File: src/rtl/mpu_pkg.sv
package mpu_pkg;
    localparam logic [2:0] ADR_DATA = 3'd0;
    localparam logic [2:0] ADR_CTRL = 3'd1;
    localparam logic [2:0] ADR_STAT = 3'd2;
    localparam logic [2:0] ADR_SADR = 3'd3;
    localparam logic [2:0] ADR_SMSK = 3'd4;

    typedef enum logic [2:0] {
        TX_IDLE, TX_START, TX_DATA, TX_NINTH, TX_STOP
    } tx_state_e;

    typedef enum logic [2:0] {
        RX_IDLE, RX_START, RX_DATA, RX_NINTH, RX_STOP
    } rx_state_e;
endpackage

File: src/rtl/mpu_tx.sv
module mpu_tx
    import mpu_pkg::*;
#(
    parameter int DW  = 8,
    parameter int OSR = 16
) (
    input  logic          clk,
    input  logic          rst_n,
    input  logic          tick,
    input  logic          load,
    input  logic [DW-1:0] ld_data,
    input  logic          ld_b9,
    input  logic          nine,
    output logic          tx_o,
    output logic          busy,
    output logic          done
);
    localparam int CW = $clog2(OSR);
    localparam int BW = $clog2(DW);

    tx_state_e     state_q, state_d;
    logic [CW-1:0] cnt_q;
    logic [BW-1:0] bit_q;
    logic [DW-1:0] sh_q;
    logic          b9_q, nine_q;
    logic          bit_end;

    assign bit_end = tick && (cnt_q == CW'(OSR - 1));

    always_ff @(posedge clk or negedge rst_n) begin
        if (!rst_n) state_q <= TX_IDLE;
        else        state_q <= state_d;
    end

    always_comb begin
        state_d = state_q;
        unique case (state_q)
            TX_IDLE:  if (load) state_d = TX_START;
            TX_START: if (bit_end) state_d = TX_DATA;
            TX_DATA:  if (bit_end && bit_q == BW'(DW - 1))
                          state_d = nine_q ? TX_NINTH : TX_STOP;
            TX_NINTH: if (bit_end) state_d = TX_STOP;
            TX_STOP:  if (bit_end) state_d = TX_IDLE;
            default:  state_d = TX_IDLE;
        endcase
    end

    always_ff @(posedge clk or negedge rst_n) begin
        if (!rst_n) begin
            cnt_q  <= '0;
            bit_q  <= '0;
            sh_q   <= '0;
            b9_q   <= 1'b0;
            nine_q <= 1'b0;
        end else if (state_q == TX_IDLE) begin
            cnt_q <= '0;
            bit_q <= '0;
            if (load) begin
                sh_q   <= ld_data;
                b9_q   <= ld_b9;
                nine_q <= nine;
            end
        end else if (tick) begin
            cnt_q <= bit_end ? '0 : cnt_q + 1'b1;
            if (bit_end && state_q == TX_DATA) begin
                sh_q  <= sh_q >> 1;
                bit_q <= bit_q + 1'b1;
            end
        end
    end

    always_comb begin
        unique case (state_q)
            TX_START: tx_o = 1'b0;
            TX_DATA:  tx_o = sh_q[0];
            TX_NINTH: tx_o = b9_q;
            default:  tx_o = 1'b1;
        endcase
        busy = (state_q != TX_IDLE);
        done = (state_q == TX_STOP) && bit_end;
    end
endmodule

File: src/rtl/mpu_rx.sv
module mpu_rx
    import mpu_pkg::*;
#(
    parameter int DW  = 8,
    parameter int OSR = 16
) (
    input  logic          clk,
    input  logic          rst_n,
    input  logic          tick,
    input  logic          en,
    input  logic          nine,
    input  logic          rx_i,
    output logic          done,
    output logic [DW-1:0] data,
    output logic          b9,
    output logic          stop_ok
);
    localparam int CW  = $clog2(OSR);
    localparam int BW  = $clog2(DW);
    localparam int MID = OSR / 2;

    rx_state_e     state_q, state_d;
    logic [CW-1:0] cnt_q;
    logic [BW-1:0] bit_q;
    logic [DW-1:0] sh_q;
    logic          b9_q, nine_q;
    logic [1:0]    smp_q;
    logic [2:0]    sync_q;
    logic          fall, vote, mid_tick, bit_end;

    assign fall     = sync_q[2] & ~sync_q[1];
    assign vote     = (smp_q[0] & smp_q[1]) | (smp_q[0] & sync_q[1]) | (smp_q[1] & sync_q[1]);
    assign mid_tick = tick && (cnt_q == CW'(MID + 1));
    assign bit_end  = tick && (cnt_q == CW'(OSR - 1));

    always_ff @(posedge clk or negedge rst_n) begin
        if (!rst_n) state_q <= RX_IDLE;
        else        state_q <= state_d;
    end

    always_comb begin
        state_d = state_q;
        if (!en) begin
            state_d = RX_IDLE;
        end else begin
            unique case (state_q)
                RX_IDLE:  if (fall) state_d = RX_START;
                RX_START: if (mid_tick && vote) state_d = RX_IDLE;
                          else if (bit_end) state_d = RX_DATA;
                RX_DATA:  if (bit_end && bit_q == BW'(DW - 1))
                              state_d = nine_q ? RX_NINTH : RX_STOP;
                RX_NINTH: if (bit_end) state_d = RX_STOP;
                RX_STOP:  if (mid_tick) state_d = RX_IDLE;
                default:  state_d = RX_IDLE;
            endcase
        end
    end

    always_ff @(posedge clk or negedge rst_n) begin
        if (!rst_n) begin
            sync_q <= '1;
            cnt_q  <= '0;
            bit_q  <= '0;
            sh_q   <= '0;
            b9_q   <= 1'b0;
            nine_q <= 1'b0;
            smp_q  <= '1;
        end else begin
            sync_q <= {sync_q[1:0], rx_i};
            if (state_q == RX_IDLE) begin
                cnt_q  <= '0;
                bit_q  <= '0;
                nine_q <= nine;
            end else if (tick) begin
                cnt_q <= bit_end ? '0 : cnt_q + 1'b1;
                if (cnt_q == CW'(MID - 1)) smp_q[0] <= sync_q[1];
                if (cnt_q == CW'(MID))     smp_q[1] <= sync_q[1];
                if (mid_tick && state_q == RX_DATA)  sh_q <= {vote, sh_q[DW-1:1]};
                if (mid_tick && state_q == RX_NINTH) b9_q <= vote;
                if (bit_end && state_q == RX_DATA)   bit_q <= bit_q + 1'b1;
            end
        end
    end

    always_comb begin
        done    = en && (state_q == RX_STOP) && mid_tick;
        data    = sh_q;
        b9      = nine_q ? b9_q : vote;
        stop_ok = vote;
    end
endmodule

File: src/rtl/mpu_match.sv
module mpu_match #(
    parameter int DW = 8
) (
    input  logic [DW-1:0] data,
    input  logic          b9,
    input  logic [DW-1:0] saddr,
    input  logic [DW-1:0] smask,
    output logic          match
);
    logic masked_eq, broadcast;

    always_comb begin
        masked_eq = (((data ^ saddr) & smask) == '0);
        broadcast = b9 && (data == '1);
        match     = masked_eq || broadcast;
    end
endmodule

File: src/rtl/mpu_uart.sv
module mpu_uart
    import mpu_pkg::*;
#(
    parameter int DW  = 8,
    parameter int OSR = 16
) (
    input  logic          clk,
    input  logic          rst_n,
    input  logic          tick16,
    input  logic [2:0]    bus_sel,
    input  logic          bus_wr,
    input  logic          bus_rd,
    input  logic [DW-1:0] bus_wdata,
    output logic [DW-1:0] bus_rdata,
    input  logic          rx_i,
    output logic          tx_o,
    output logic          irq
);
    logic          tb9_q, ren_q, mp_q, nine_q;
    logic          ri_q, ti_q, rb9_q, fe_q, ovr_q, full_q, addressed_q;
    logic [DW-1:0] hold_q, saddr_q, smask_q;
    logic          tx_busy, tx_done;
    logic          rx_done, rx_b9, rx_stop, addr_match, accept;
    logic [DW-1:0] rx_data;
    logic          stat_wr, data_rd, tx_load;

    assign stat_wr = bus_wr && (bus_sel == ADR_STAT);
    assign data_rd = bus_rd && (bus_sel == ADR_DATA);
    assign tx_load = bus_wr && (bus_sel == ADR_DATA);

    mpu_tx #(.DW(DW), .OSR(OSR)) u_tx (
        .clk(clk), .rst_n(rst_n), .tick(tick16), .load(tx_load),
        .ld_data(bus_wdata), .ld_b9(tb9_q), .nine(nine_q),
        .tx_o(tx_o), .busy(tx_busy), .done(tx_done)
    );

    mpu_rx #(.DW(DW), .OSR(OSR)) u_rx (
        .clk(clk), .rst_n(rst_n), .tick(tick16), .en(ren_q), .nine(nine_q),
        .rx_i(rx_i), .done(rx_done), .data(rx_data), .b9(rx_b9), .stop_ok(rx_stop)
    );

    mpu_match #(.DW(DW)) u_match (
        .data(rx_data), .b9(rx_b9), .saddr(saddr_q), .smask(smask_q), .match(addr_match)
    );

    always_comb begin
        if (nine_q && mp_q) accept = rx_done && (rx_b9 ? addr_match : addressed_q);
        else                accept = rx_done;
    end

    always_ff @(posedge clk or negedge rst_n) begin
        if (!rst_n) begin
            {nine_q, mp_q, ren_q, tb9_q} <= '0;
            saddr_q     <= '0;
            smask_q     <= '0;
            addressed_q <= 1'b0;
        end else begin
            if (bus_wr && bus_sel == ADR_CTRL) begin
                {nine_q, mp_q, ren_q, tb9_q} <= bus_wdata[3:0];
                if (!bus_wdata[2]) addressed_q <= 1'b0;
            end else if (rx_done && nine_q && mp_q && rx_b9) begin
                addressed_q <= addr_match;
            end
            if (bus_wr && bus_sel == ADR_SADR) saddr_q <= bus_wdata;
            if (bus_wr && bus_sel == ADR_SMSK) smask_q <= bus_wdata;
        end
    end

    always_ff @(posedge clk or negedge rst_n) begin
        if (!rst_n) begin
            ri_q   <= 1'b0;
            ti_q   <= 1'b0;
            fe_q   <= 1'b0;
            ovr_q  <= 1'b0;
            full_q <= 1'b0;
            rb9_q  <= 1'b0;
            hold_q <= '0;
        end else begin
            ti_q   <= tx_done | (ti_q & ~(stat_wr & ~bus_wdata[1]));
            ri_q   <= accept | (ri_q & ~(stat_wr & ~bus_wdata[0]));
            fe_q   <= (accept & ~rx_stop) | (fe_q & ~(stat_wr & ~bus_wdata[3]));
            ovr_q  <= (accept & full_q) | (ovr_q & ~(stat_wr & ~bus_wdata[4]));
            full_q <= accept | (full_q & ~data_rd);
            if (accept) begin
                hold_q <= rx_data;
                rb9_q  <= rx_b9;
            end
        end
    end

    always_comb begin
        bus_rdata = '0;
        unique case (bus_sel)
            ADR_DATA: bus_rdata = hold_q;
            ADR_CTRL: bus_rdata[3:0] = {nine_q, mp_q, ren_q, tb9_q};
            ADR_STAT: bus_rdata[4:0] = {ovr_q, fe_q, rb9_q, ti_q, ri_q};
            ADR_SADR: bus_rdata = saddr_q;
            ADR_SMSK: bus_rdata = smask_q;
            default:  bus_rdata = '0;
        endcase
        irq = ti_q | ri_q;
    end
endmodule

File: config.mk
export PLATFORM = sky130hd
export DESIGN_NAME = mpu_uart
export DESIGN_NICKNAME = d
export VERILOG_FILES = /design/src/rtl/mpu_pkg.sv /design/src/rtl/mpu_tx.sv /design/src/rtl/mpu_rx.sv /design/src/rtl/mpu_match.sv /design/src/rtl/mpu_uart.sv
export SDC_FILE = /design/constraint.sdc
export NUM_CORES = 1
export LEC_CHECK = 0
export ABC_CLOCK_PERIOD_IN_PS = 2250
export BUFFER_PORTS_ARGS = -buffer_cell sky130_fd_sc_hd__buf_4
export CORE_MARGIN = 1
export CORE_UTILIZATION = 30
export CTS_BUF_LIST = sky130_fd_sc_hd__clkbuf_8
export DETAILED_ROUTE_END_ITERATION = 10
export GPL_TIMING_DRIVEN = 0
export SLEW_MARGIN = 20
export SYNTH_ARGS = -nofsm -noshare
export SYNTH_HDL_FRONTEND = slang
export SYNTH_SLANG_ARGS = --single-unit
File: constraint.sdc
create_clock -name clk -period 2.25 [get_ports clk]
set_input_delay 0.45 -clock clk [delete_from_list [all_inputs] [get_ports clk]]
set_output_delay 0.45 -clock clk [all_outputs]
set_load 0.01 [all_outputs]
* Yosys cells after proc, flatten, opt, wreduce, memory -nomap -nowiden
Cells that the tools add are included.
** Word-level totals
- Logic and storage cells :: 189
- Output and inout port bits :: 10
- Memories :: 0
- Latch bits :: 0
- Input port bits :: 17
- Memory bits (read-only) :: 0
- Memory bits (writable) :: 0
- Bits in registers :: 80
** Cells by class
- $lt $le $gt $ge :: 0
- Div/mod/pow operators :: 0
- Reductions and logical operators :: 46
- Add/subtract/negate cells :: 4
- Bitwise logic cells :: 37
- Multiplexer cells :: 42
- Equal/unequal tests :: 31
- Shift operators :: 0
- $mul :: 0
** Operators with widths (number)
- two-way mux 3 bit :: 20
- two-way mux 8 bit :: 4
- one-hot mux 3 bit (5 select lines) :: 2
- logical AND 1 bit :: 25
- two-way mux 4 bit :: 6
- one-hot mux 4 bit (5 select lines) :: 1
- equality test 3 x 2 -> 1 bit (second input constant) :: 6
- equality test 4 bit (second input constant) :: 4
- bitwise AND 1 bit :: 15
- equality test 3 bit (second input constant) :: 5
- AND reduction 3 bit :: 5
- inequality test 3 x 2 -> 1 bit (second input constant) :: 4
- NOT 1 bit :: 12
- AND reduction 5 bit :: 2
- nonzero test 2 bit :: 5
- equality test 3 x 1 -> 1 bit (second input constant) :: 3
- zero test 3 bit :: 3
- one-hot mux 3 bit (3 select lines) :: 1
- adder 4 x 1 -> 4 bit (second input constant) :: 2
- bitwise AND 8 bit :: 1
- equality test 8 bit (second input constant) :: 1
- zero test 8 bit :: 1
- inequality test 2 x 1 -> 1 bit (second input constant) :: 4
- OR 1 bit :: 8
- 10 further kinds :: 20

* Logic depth before layout (Yosys ltp)
Gate-level depths: netlist of run 1.
- Depth in word-level cells :: 11
- Gate-level depth with buffers :: 8
- Mapped depth without buffers :: 7

* Hierarchy
From an unflattened synthesis of run 1, not the netlist that was laid out.
** Unflattened totals
- Cell total of the unflattened synthesis :: 367
- Area total of the unflattened synthesis :: 4232.8 um^2
** Modules (own cells, without submodules)
- mpu_uart :: instances 1, area each 1682.9 um^2, sequential area each 875.8 um^2, cells each 131
- mpu_rx :: instances 1, area each 1318.8 um^2, sequential area each 631.9 um^2, cells each 115
- mpu_tx :: instances 1, area each 1102.3 um^2, sequential area each 500.5 um^2, cells each 104
- mpu_match :: instances 1, area each 128.9 um^2, sequential area each 0.0 um^2, cells each 17

* Least setup slack after synthesis of run 1
No wires, ideal clock.
- Path kind :: input to output
- Start point :: input port bus_sel[0]
- End point :: output port bus_rdata[0]
- Cell stages on the path :: 5
- Arrival time :: 1508 ps
- Path buffers :: 2
- Required time :: 1800 ps
- Slack :: 292 ps
- Cells stage by stage :: clkbuf_1 -> clkbuf_1 -> nor2b_1 -> a22oi_1 -> o22ai_1
** Between the ends
- Cells in the longest elaborated chain, start to end :: 2
- Elaborated cells between the ends (all ways) :: 6
** Ends and longest elaborated chain
- from (decl) :: line mpu_uart.sv:10 : input logic [2:0] bus_sel,
- equality test 3 bit, or another cell as far along :: line mpu_uart.sv:93 : unique case (bus_sel)
- one-hot mux 4 bit (5 select lines) (*) :: line mpu_uart.sv:93
- to (decl) :: line mpu_uart.sv:14 : output logic [DW-1:0] bus_rdata,
Mark *: on every way between the ends. The rest lies on a longest branch, timed or not.

* Worst setup path in the final report of run 1
Same ends and word-level chain as after synthesis.

==> flow_metrics.py, run 1 <==
metrics = {
    "routing": {
        "firstDrtPassIters": 4,
        "via_per_inst": 4.98,
        "antenna_left": 0,
        "drc_errors": 0,
        "num_vias": 2951,
        "wirelength_mm": 8.92,
        "drt_iter0_drc": 150,
        "wl_per_cell_um": 15.1,
    },
    "sta": {
        "finalClockSkew_ps": 15.2,
        "maxSlewViolCount": 0,
        "fin_crit_ps": 2190,
        "rsz0062_at_grt": "no",
        "clock.fmax_mhz": 456,
        "timing.hold.ws_ps": 112,
        "finalHoldViolCount": 0,
        "tightestPinTransition_ps": 719,
        "setup_ws_ps": 55.7,
        "finalSetupViolCount": 0,
        "worst_slew_margin_rel_pct": 52.1,
        "fin_crit_sh_pct": 97.5,
    },
    "clock_network": {
        "htreeDepth": 3,
        "hold_buffers": 0,
        "clk-insertion-delay-late_ps": 370,
        "clockRootBuffer": "clkbuf_8",
        "cts_buffers": 9,
        "clk_path_buf_depth": 2,
        "clk_pin_slew_ps": 90,
        "cts_tree": "built",
        "clock-sinks": 80,
    },
    "setup_path": {
        "cp-start-kind": "primary input",
        "cp.required_ps": 1800,
        "end_kind": "primary output",
        "r2r_end": "hold_q[2]$_DFFE_PN0P_",
        "path_buf_inv": 3,
        "crit_path_frequent_cell": "buf_4",
        "cp_data_arrival_time_ps": 1740,
        "worst-r2r-cell-count": 8,
        "max_stage_delay_ps": 260,
        "worst-setup-path-type": "in2out",
        "r2r_start": "u_rx.cnt_q[1]$_DFFE_PN0P_",
        "critPathTopFamily": "buffers and inverters",
        "critical_path.cell_chain": "clkbuf_1 > buf_4 > nor2b_1 > a22oi_1 > o22ai_1 > buf_4",
        "r2r_slack_ps": 150,
        "crit_slowest_cell": "clkbuf_1",
        "crit_path_max_fanout": 10,
    },
    "power_and_ir_drop": {
        "p_total_mw": 3.79,
        "p_leak_nw": 2.12,
        "power_density_nw_per_um2": 805,
        "ir_worst_vdd_mv": 0.277,
    },
    "finish": {
        "area.sequential_um2": 2010,
        "final_cell_mix": "dfrtp_1, mux2_2, o21ai_0",
        "fill_cells": 1324,
        "drive_above_1_share_pct": 25.2,
        "syn2layout_area_growth_pct": 15.4,
        "multi_input_area_um2": 1950,
        "final_util_pct": 35.5,
        "antenna_cells": 0,
        "final_common_cell": "dfrtp_1",
        "nNetsFinal": 436,
    },
    "logic_synthesis": {
        "synth_edf_count": 0,
        "synthFlopType": "dfrtp_1",
        "synth_warnings": 0,
        "postSynthAreaPerCell_um2": 10.9,
        "synthCells": 375,
        "seq_area_frac_synth_pct": 49.2,
        "syn_area_um2": 4080,
        "synth-seq-cells": 80,
        "syn-num-nets": 400,
        "ys_types": 49,
        "async_flop_share_pct": 100,
    },
    "run_status": {
        "status": "complete, no violations",
    },
    "placed_design": {
        "place_congestion": 0.841,
        "hpwl_mm": 6.35,
        "post-place-ws_ps": -142,
        "numPortBuffers": 25,
    },
    "grt": {
        "grt_usage_pct": 13.4,
        "first_global_vias": 2959,
        "grt_max_degree": 81,
        "overflow": 0,
        "antenna_found_initial": 0,
        "grt_pass1_wl_mm": 14.9,
    },
    "floorplanning": {
        "floorplan.initialDensity_pct": 30.8,
        "num_rows": 42,
        "ioPinCount": 27,
        "core_area_um2": 13200,
        "fp.dieArea_um2": 14100,
        "die_x_um": 119,
        "die_y_um": 119,
    },
    "hold_path": {
        "min_path_type": "in2async",
    },
    "job": {
        "maxCapViolCount": 0,
    },
}
-- routing by layer --
| layer | wire (µm) | GRT usage, % | share of wire [%] |
|---|---|---|---|
| met1 | 4260 | 17.7 | 48 |
| met2 | 4220 | 21.3 | 47 |
| met3 | 383 | 4.25 | 4.3 |
| met4 | 61 | 2.85 | 0.68 |
| met5 | 0 | 0 | 0 |
-- per-stage QoR --
step                      cells  instance area, µm²  setup TNS [ps]
after floorplan             375                4080               0
after global placement      576                4490            -279
after detailed placement    576                4490            -463
after CTS                   592                4700               0
after global routing        592                4710               0
final                       592                4710               0
-- how the worst max path moves through the flow --
stage	startpoint	endpoint	slack, ps	cells past startpoint
final	bus_sel[0]	bus_rdata[0]	60	6
after floorplan	bus_sel[0]	bus_rdata[0]	290	5
after detailed placement	bus_sel[0]	bus_rdata[0]	-140	6
after CTS	bus_sel[0]	bus_rdata[0]	20	6
after global placement	bus_sel[0]	bus_rdata[0]	-80	6
after global routing	bus_sel[0]	bus_rdata[0]	2	6
-- flip-flops by register name (all words and copies together), names as in the netlist, 2 cells and up --
signal / cells
hold_q: 8
saddr_q: 8
smask_q: 8
u_rx.data: 8
u_tx.sh_q: 8
u_rx.cnt_q: 4
u_tx.cnt_q: 4
u_rx.bit_q: 3
u_rx.state_q: 3
u_rx.sync_q: 3
u_tx.bit_q: 3
u_tx.state_q: 3
u_rx.smp_q: 2
-- logic make-up (layout without fill, tap and decap cells) --
family,after synthesis,count (layout),share of synthesized area (%)
AOI/OAI and AO/OA,86,86,13.6
xor gates and xnor gates,10,10,2.15
adders and majority gates,9,9,2.73
buffers and inverters,29,70,2.98
DFF,80,80,49.2
muxes,60,60,16.6
and+or+nand+nor,101,101,12.6
-- synth_stat cells, drive strengths merged (7+ instances only) --
| cell type | instances | area share (%) |
|---|---|---|
| a21oi | 13 | 1.6 |
| a22oi | 11 | 2.0 |
| clkbuf | 12 | 1.1 |
| dfrtp | 75 | 46 |
| ha | 8 | 2.5 |
| inv | 11 | 1.0 |
| mux2 | 41 | 12 |
| mux2i | 19 | 4.7 |
| nand2 | 31 | 2.9 |
| nor2 | 20 | 1.8 |
| o21ai | 36 | 4.7 |
| or2 | 7 | 1.1 |
| xor2 | 10 | 2.1 |
-- worst reg2reg max path, stage by stage, from the launching register on --
cell and delay, ps:
dfrtp_1 420, inv_1 100, ha_1 160, and4b_1 220
and4_1 310, o21ai_4 90, a31oi_4 190, buf_6 200
mux2_4 310
-- report_power, final --
part	internal [mW]	total, mW	leakage [nW]	switching (mW)
sequential	1.66	1.86	1.04	0.193
combinational	0.359	0.777	0.964	0.419
clock	0.617	1.16	0.112	0.541
total	2.64	3.79	2.12	1.15
-- what timing repair did --
action | CTS | global route
setup endpoints to repair | 4 | 5
resized for setup | 1 | 5
setup buffers | 0 | 0
-- final cells by class --
class | instances | area share [%]
flip-flops and latches | 80 | 42.7
multi-input cells | 266 | 41.4
repair buffers | 25 | 4.07
clock buffers | 9 | 2.63
clock inverters | 7 | 1.89
inverters | 11 | 0.877
well taps | 176 | 4.68
plain buffers | 18 | 1.81
Note: power is estimated with default switching activity, not from simulation.
==> run 2: changes to the inputs <==
--- a/config.mk
+++ b/config.mk
@@ -11,7 +11,6 @@
 export CORE_UTILIZATION = 30
 export CTS_BUF_LIST = sky130_fd_sc_hd__clkbuf_8
 export DETAILED_ROUTE_END_ITERATION = 10
-export GPL_TIMING_DRIVEN = 0
 export SLEW_MARGIN = 20
 export SYNTH_ARGS = -nofsm -noshare
 export SYNTH_HDL_FRONTEND = slang
==> run 2 against run 1 <==
  * Sequential share of layout area is essentially flat
  * Cell area is 0.11% lower
  * Routed wire length fell by 0.55%
  * Highest routed layer unchanged
  * Combinational power shrank 1%
  * Critical endpoint is now hold_q[0]$_DFFE_PN0P_
  * Count of clock-buffer cells in the layout rose by 2
==> flow_metrics.py, run 2 (synthesis results as in run 1) <==
metrics = {
    "sta": {
        "tightestPinTransition_ps": 463,
        "fin_crit_ps": 2040,
        "rsz0062_at_grt": "no",
        "maxSlewViolCount": 0,
        "worst_slew_margin_rel_pct": 69.2,
        "clock.fmax_mhz": 491,
        "finalClockSkew_ps": 7.32,
        "finalSetupViolCount": 0,
        "timing.hold.ws_ps": 32.6,
        "tns_ps": 0,
        "fin_crit_sh_pct": 90.6,
        "finalHoldViolCount": 0,
        "setup_ws_ps": 212,
    },
    "grt": {
        "antenna_found_initial": 0,
        "grt_max_degree": 47,
        "grt_usage_pct": 13.7,
        "overflow": 0,
        "grt_pass1_wl_mm": 15.3,
        "first_global_vias": 2959,
    },
    "placed_design": {
        "numPortBuffers": 26,
        "post-place-ws_ps": 132,
        "placed_cells_incl_taps": 566,
        "place_congestion": 0.823,
        "hpwl_mm": 6.48,
        "dpl_cell_area_um2": 4480,
    },
    "clock_network": {
        "clock-sinks": 80,
        "cts_resized": 0,
        "hold_buffers": 0,
        "clockRootBuffer": "clkbuf_8",
        "clk_path_buf_depth": 2,
        "cts_tree": "built",
        "cts_buffers": 9,
        "htreeDepth": 3,
        "clk_pin_slew_ps": 80,
        "clk-insertion-delay-late_ps": 360,
    },
    "finish": {
        "fill_cells": 1340,
        "syn2layout_area_growth_pct": 15.3,
        "drive_above_1_share_pct": 26.5,
        "final_cell_mix": "dfrtp_1, mux2_2, o21ai_0, buf_4, nand2_1",
        "final_common_cell": "dfrtp_1",
        "nNetsFinal": 427,
        "final_util_pct": 35.5,
        "fin_cells": 583,
        "fin_area_um2": 4700,
        "antenna_cells": 0,
    },
    "setup_path": {
        "worst-r2r-cell-count": 8,
        "cp.required_ps": 2500,
        "end_kind": "flop",
        "critical_path.cell_chain": "inv_1 > ha_1 > and4b_1 > and4_1 > o21ai_4 > a31oi_4 > buf_12 > mux2_2",
        "crit_slowest_cell": "dfrtp_1",
        "worst-setup-path-type": "reg2reg",
        "path_depth": 8,
        "cp_data_arrival_time_ps": 2290,
        "critPathTopFamily": "simple AND/OR/NAND/NOR gates",
        "cp-start-kind": "flop",
        "max_stage_delay_ps": 430,
        "path_buf_inv": 2,
        "crit_path_max_fanout": 9,
    },
    "power_and_ir_drop": {
        "p_sw_mw": 1.14,
        "p_sw_share_pct": 30.5,
        "p_total_mw": 3.73,
        "ir_worst_vdd_mv": 0.296,
        "p_int_mw": 2.59,
        "p_leak_nw": 2.13,
        "p_clk_share_pct": 29.0,
        "p_seq_share_pct": 50.4,
        "combPwrFrac_pct": 20.6,
        "power_density_nw_per_um2": 793,
    },
    "job": {
        "maxCapViolCount": 0,
    },
    "routing": {
        "num_vias": 2930,
        "firstDrtPassIters": 4,
        "via_per_inst": 5.03,
        "wl_per_cell_um": 15.2,
        "drt_iter0_drc": 230,
        "antenna_left": 0,
        "drc_errors": 0,
        "wirelength_mm": 8.87,
    },
    "floorplanning": {
        "floorplan.initialDensity_pct": 30.8,
        "die_y_um": 119,
        "fp.dieArea_um2": 14100,
        "ioPinCount": 27,
        "die_x_um": 119,
        "num_rows": 42,
        "core_area_um2": 13200,
    },
    "run_status": {
        "status": "complete, no violations",
    },
    "hold_path": {
        "min_path_type": "in2async",
    },
}
==> run 2: final timing paths <==
check	startpoint	endpoint	slack, ps
min reg2reg	u_rx.sync_q[0]$_DFF_PN1_	u_rx.sync_q[1]$_DFF_PN1_	360
max reg2reg	u_rx.cnt_q[1]$_DFFE_PN0P_	hold_q[0]$_DFFE_PN0P_	210
max in group asynchronous	rst_n	u_rx.cnt_q[2]$_DFFE_PN0P_	1630
min in group clk	rx_i	u_rx.sync_q[0]$_DFF_PN1_	190
min	rst_n	smask_q[5]$_DFFE_PN0P_	30
max	u_rx.cnt_q[1]$_DFFE_PN0P_	hold_q[0]$_DFFE_PN0P_	210
==> run 2: layout make-up <==
class / count / area (µm²) / share of cell area, %
Clock buffer: 11 / 151 / 3.22
Inverter: 11 / 41.3 / 0.878
Tap cell: 176 / 220 / 4.68
Multi-Input combinational cell: 266 / 1950 / 41.5
Clock inverter: 5 / 47.5 / 1.01
Sequential cell: 80 / 2010 / 42.7
Timing Repair Buffer: 34 / 280 / 5.96
==> run 2: what timing repair did <==
item | in CTS | in global routing
endpoints found under the setup margin | 0 | 2
endpoints found under the hold margin | 0 | 0
buffers inserted | 0 | 1
==> run 2: power groups by stage <==
| stage | sequential, mW | combinational, mW | clock [mW] |
|---|---|---|---|
| 6_report | 1.88 | 0.768 | 1.08 |
| 5_1_grt | 1.91 | 0.865 | 1.17 |
| 4_1_cts | 1.88 | 0.774 | 1.10 |
| 3_5_place_dp | 1.90 | 0.773 | 0 |
| 3_3_place_gp | 1.90 | 0.744 | 0 |
| 2_1_floorplan | 1.82 | 0.567 | 0 |
==> run 2: worst register-to-register path, stage by stage (launching register included) <==
cell and delay, ps:
dfrtp_1 430, inv_1 90, ha_1 160, and4b_1 220, and4_1 300, o21ai_4 90
a31oi_4 170, buf_12 150, mux2_2 320
==> run 2: metal layers <==
metal / wire (µm) / vias up / GRT usage, %
met5: 0 / - / 0
met4: 107 / 0 / 4.03
met3: 336 / 11 / 3.43
met2: 4160 / 58 / 21.9
met1: 4260 / 1462 / 18.2
li1: - / 1399 / -
==> run 3: changes to the inputs <==
--- a/config.mk
+++ b/config.mk
@@ -5,12 +5,15 @@
 export SDC_FILE = /design/constraint.sdc
 export NUM_CORES = 1
 export LEC_CHECK = 0
+export ABC_AREA = 1
 export ABC_CLOCK_PERIOD_IN_PS = 2250
 export BUFFER_PORTS_ARGS = -buffer_cell sky130_fd_sc_hd__buf_4
 export CORE_MARGIN = 1
 export CORE_UTILIZATION = 30
 export CTS_BUF_LIST = sky130_fd_sc_hd__clkbuf_8
+export CTS_CLUSTER_DIAMETER = 60
 export DETAILED_ROUTE_END_ITERATION = 10
+export GPL_TIMING_DRIVEN = 0
 export SLEW_MARGIN = 20
 export SYNTH_ARGS = -nofsm -noshare
 export SYNTH_HDL_FRONTEND = slang
==> run 3 against run 2 <==
  * The flow now finishes with violations (DRC)
  * Clock skew increased by 2.3 ps
  * Critical path depth decreased by 1
  * Flip-flop and latch count unchanged
  * Die area decreased by 0.69%
  * First-iteration DRC count decreased by 27%
  * Critical path type is now in2out
  * Largest cell class unchanged
  * Largest power group unchanged
  * Highest routed layer unchanged
==> flow_metrics.py, run 3 <==
metrics = {
    "run_status": {
        "status": "finished with violations",
        "violations": "DRC",
    },
    "clock_network": {
        "clk_pin_slew_ps": 80,
        "hold_buffers": 0,
        "clk-insertion-delay-late_ps": 360,
        "cts_tree": "built",
        "clk_path_buf_depth": 2,
        "clock-sinks": 80,
        "clockRootBuffer": "clkbuf_8",
        "cts_buffers": 9,
        "postCtsSetupBuffers": 0,
        "htreeDepth": 3,
    },
    "logic_synthesis": {
        "syn_area_um2": 4050,
        "ys_types": 37,
        "synthFlopType": "dfrtp_1",
        "synth_top_area_share_pct": 46.4,
        "synth_warnings": 0,
        "yosysTopAreaCell": "dfrtp_1",
        "seq_area_frac_synth_pct": 49.6,
        "synthCells": 496,
        "synthMostInstantiatedCell": "nand2_1",
        "synth_edf_count": 0,
        "async_flop_share_pct": 100,
        "synth-seq-cells": 80,
        "ys_top_cells_by_count": "nand2_1, dfrtp_1, inv_1",
        "postSynthAreaPerCell_um2": 8.16,
        "synth.area.top_cells": "dfrtp_1, nand2_1, inv_1, o21ai_0, nand3_1",
        "syn-num-nets": 521,
    },
    "routing": {
        "num_vias": 3346,
        "drc_errors": 1,
        "wirelength_mm": 9.40,
        "via_per_inst": 4.69,
        "antenna_left": 0,
        "firstDrtPassIters": 7,
        "wl_per_cell_um": 13.2,
        "drt_iter0_drc": 167,
    },
    "grt": {
        "first_global_vias": 3331,
        "grt_max_degree": 81,
        "grt_usage_pct": 14.5,
        "antenna_found_initial": 0,
        "overflow": 0,
        "grt_pass1_wl_mm": 16.0,
    },
    "placed_design": {
        "hpwl_mm": 6.96,
        "placed_cells_incl_taps": 697,
        "place_congestion": 0.835,
        "post-place-ws_ps": 57.6,
        "numPortBuffers": 25,
    },
    "finish": {
        "syn2layout_area_growth_pct": 17.1,
        "fin_cells": 713,
        "area.sequential_um2": 2010,
        "final_util_pct": 35.9,
        "antenna_cells": 0,
        "final_cell_mix": "nand2_1, dfrtp_1, inv_1",
        "fill_cells": 1345,
        "final_common_cell": "nand2_1",
        "nNetsFinal": 557,
        "drive_above_1_share_pct": 14.0,
        "multi_input_area_um2": 1750,
    },
    "power_and_ir_drop": {
        "ir_worst_vdd_mv": 0.396,
        "power_density_nw_per_um2": 934,
        "p_leak_nw": 2.24,
    },
    "sta": {
        "setup_ws_ps": 84.7,
        "fin_crit_sh_pct": 96.2,
        "finalHoldViolCount": 0,
        "timing.hold.ws_ps": 129,
        "fin_crit_ps": 2170,
        "tightestPinTransition_ps": 733,
        "finalSetupViolCount": 0,
        "worst_slew_margin_rel_pct": 51.1,
        "clock.fmax_mhz": 462,
        "finalClockSkew_ps": 9.64,
        "rsz0062_at_grt": "no",
        "maxSlewViolCount": 0,
        "tns_ps": 0,
    },
    "setup_path": {
        "critPathTopFamily": "simple AND/OR/NAND/NOR gates",
        "path_buf_inv": 2,
        "crit_path_frequent_cell": "buf_4",
        "max_stage_delay_ps": 470,
        "crit_path_max_fanout": 10,
        "end_kind": "primary output",
        "cp.required_ps": 1800,
        "crit_slowest_cell": "nor3_4",
        "r2r_start": "u_rx.cnt_q[1]$_DFFE_PN0P_",
        "startpoint": "bus_sel[1]",
        "worst-setup-path-type": "in2out",
        "critical_path.cell_chain": "buf_4 > nor3_4 > nand2_1 > o21ai_0 > a221oi_1 > o21ai_1 > buf_4",
        "cp_data_arrival_time_ps": 1720,
        "cp-start-kind": "primary input",
    },
    "floorplanning": {
        "fp.dieArea_um2": 14000,
        "core_area_um2": 13200,
        "floorplan.initialDensity_pct": 30.7,
        "die_y_um": 118,
        "num_rows": 42,
        "ioPinCount": 27,
        "die_x_um": 118,
    },
    "hold_path": {
        "min_path_type": "in2async",
    },
    "job": {
        "maxCapViolCount": 0,
    },
}
run 3: changes by cell type in the layout (fill, tap and decap cells not counted), moves of 16 or more:
cell,delta
inv_1,+50
nand3_1,+29
mux2_2,-34
o21ai_1,+16
nand2_1,+118
mux2i_1,-19
run 3: timing repair:
item | CTS | global route
setup endpoints to repair | 0 | 4
endpoints found under the hold margin | 0 | 0
gates resized for setup | 0 | 3
run 3: power breakdown:
group	leakage (nW)	internal, mW	switching (mW)	total, mW
Combinational	1.08	0.434	0.744	1.18
Sequential	1.04	1.67	0.174	1.85
Clock	0.126	0.851	0.555	1.41
run 3: final timing paths:
kind / end / slack [ps] / depth (start not counted)
min in group clk: u_rx.sync_q[0]$_DFF_PN1_ / 200 / 1
max in group asynchronous: u_rx.bit_q[2]$_DFFE_PN0P_ / 1620 / 1
max: bus_rdata[1] / 80 / 7
max reg2reg: hold_q[3]$_DFFE_PN0P_ / 420 / 8
min: u_tx.cnt_q[2]$_DFFE_PN0P_ / 130 / 1
min reg2reg: u_rx.sync_q[1]$_DFF_PN1_ / 360 / 0
run 3: cells by family after synthesis:
logic type	share of synthesized area [%]
and+or+nand+nor	25.7
buffers and inverters	7.45
adders and majority gates	2.47
xor gates and xnor gates	0.433
AOI/OAI and AO/OA	14.3
DFF	49.6
run 3: area by class of cell:
cell class,instances,share of cell area [%]
Buffer,10,1.21
Clock buffer,9,2.61
Clock inverter,7,3.04
Inverter,65,5.15
Multi-Input combinational cell,341,36.9
Sequential cell,80,42.4
Tap cell,176,4.65
Timing Repair Buffer,25,4.04
run 3: metrics by stage:
step / total power [mW] / instance area (µm²)
global placement: 3.00 / 4460
global route: 4.74 / 4740
finish: 4.43 / 4740
CTS: 4.47 / 4720
floorplan: 2.68 / 4050
detailed placement: 3.05 / 4460
run 3: per-layer routing:
layer / track usage [%] / share of wire, %
met5: 0 / 0
met4: 5.21 / 1.3
met3: 2.46 / 2.8
met2: 24.9 / 50
met1: 18.2 / 46
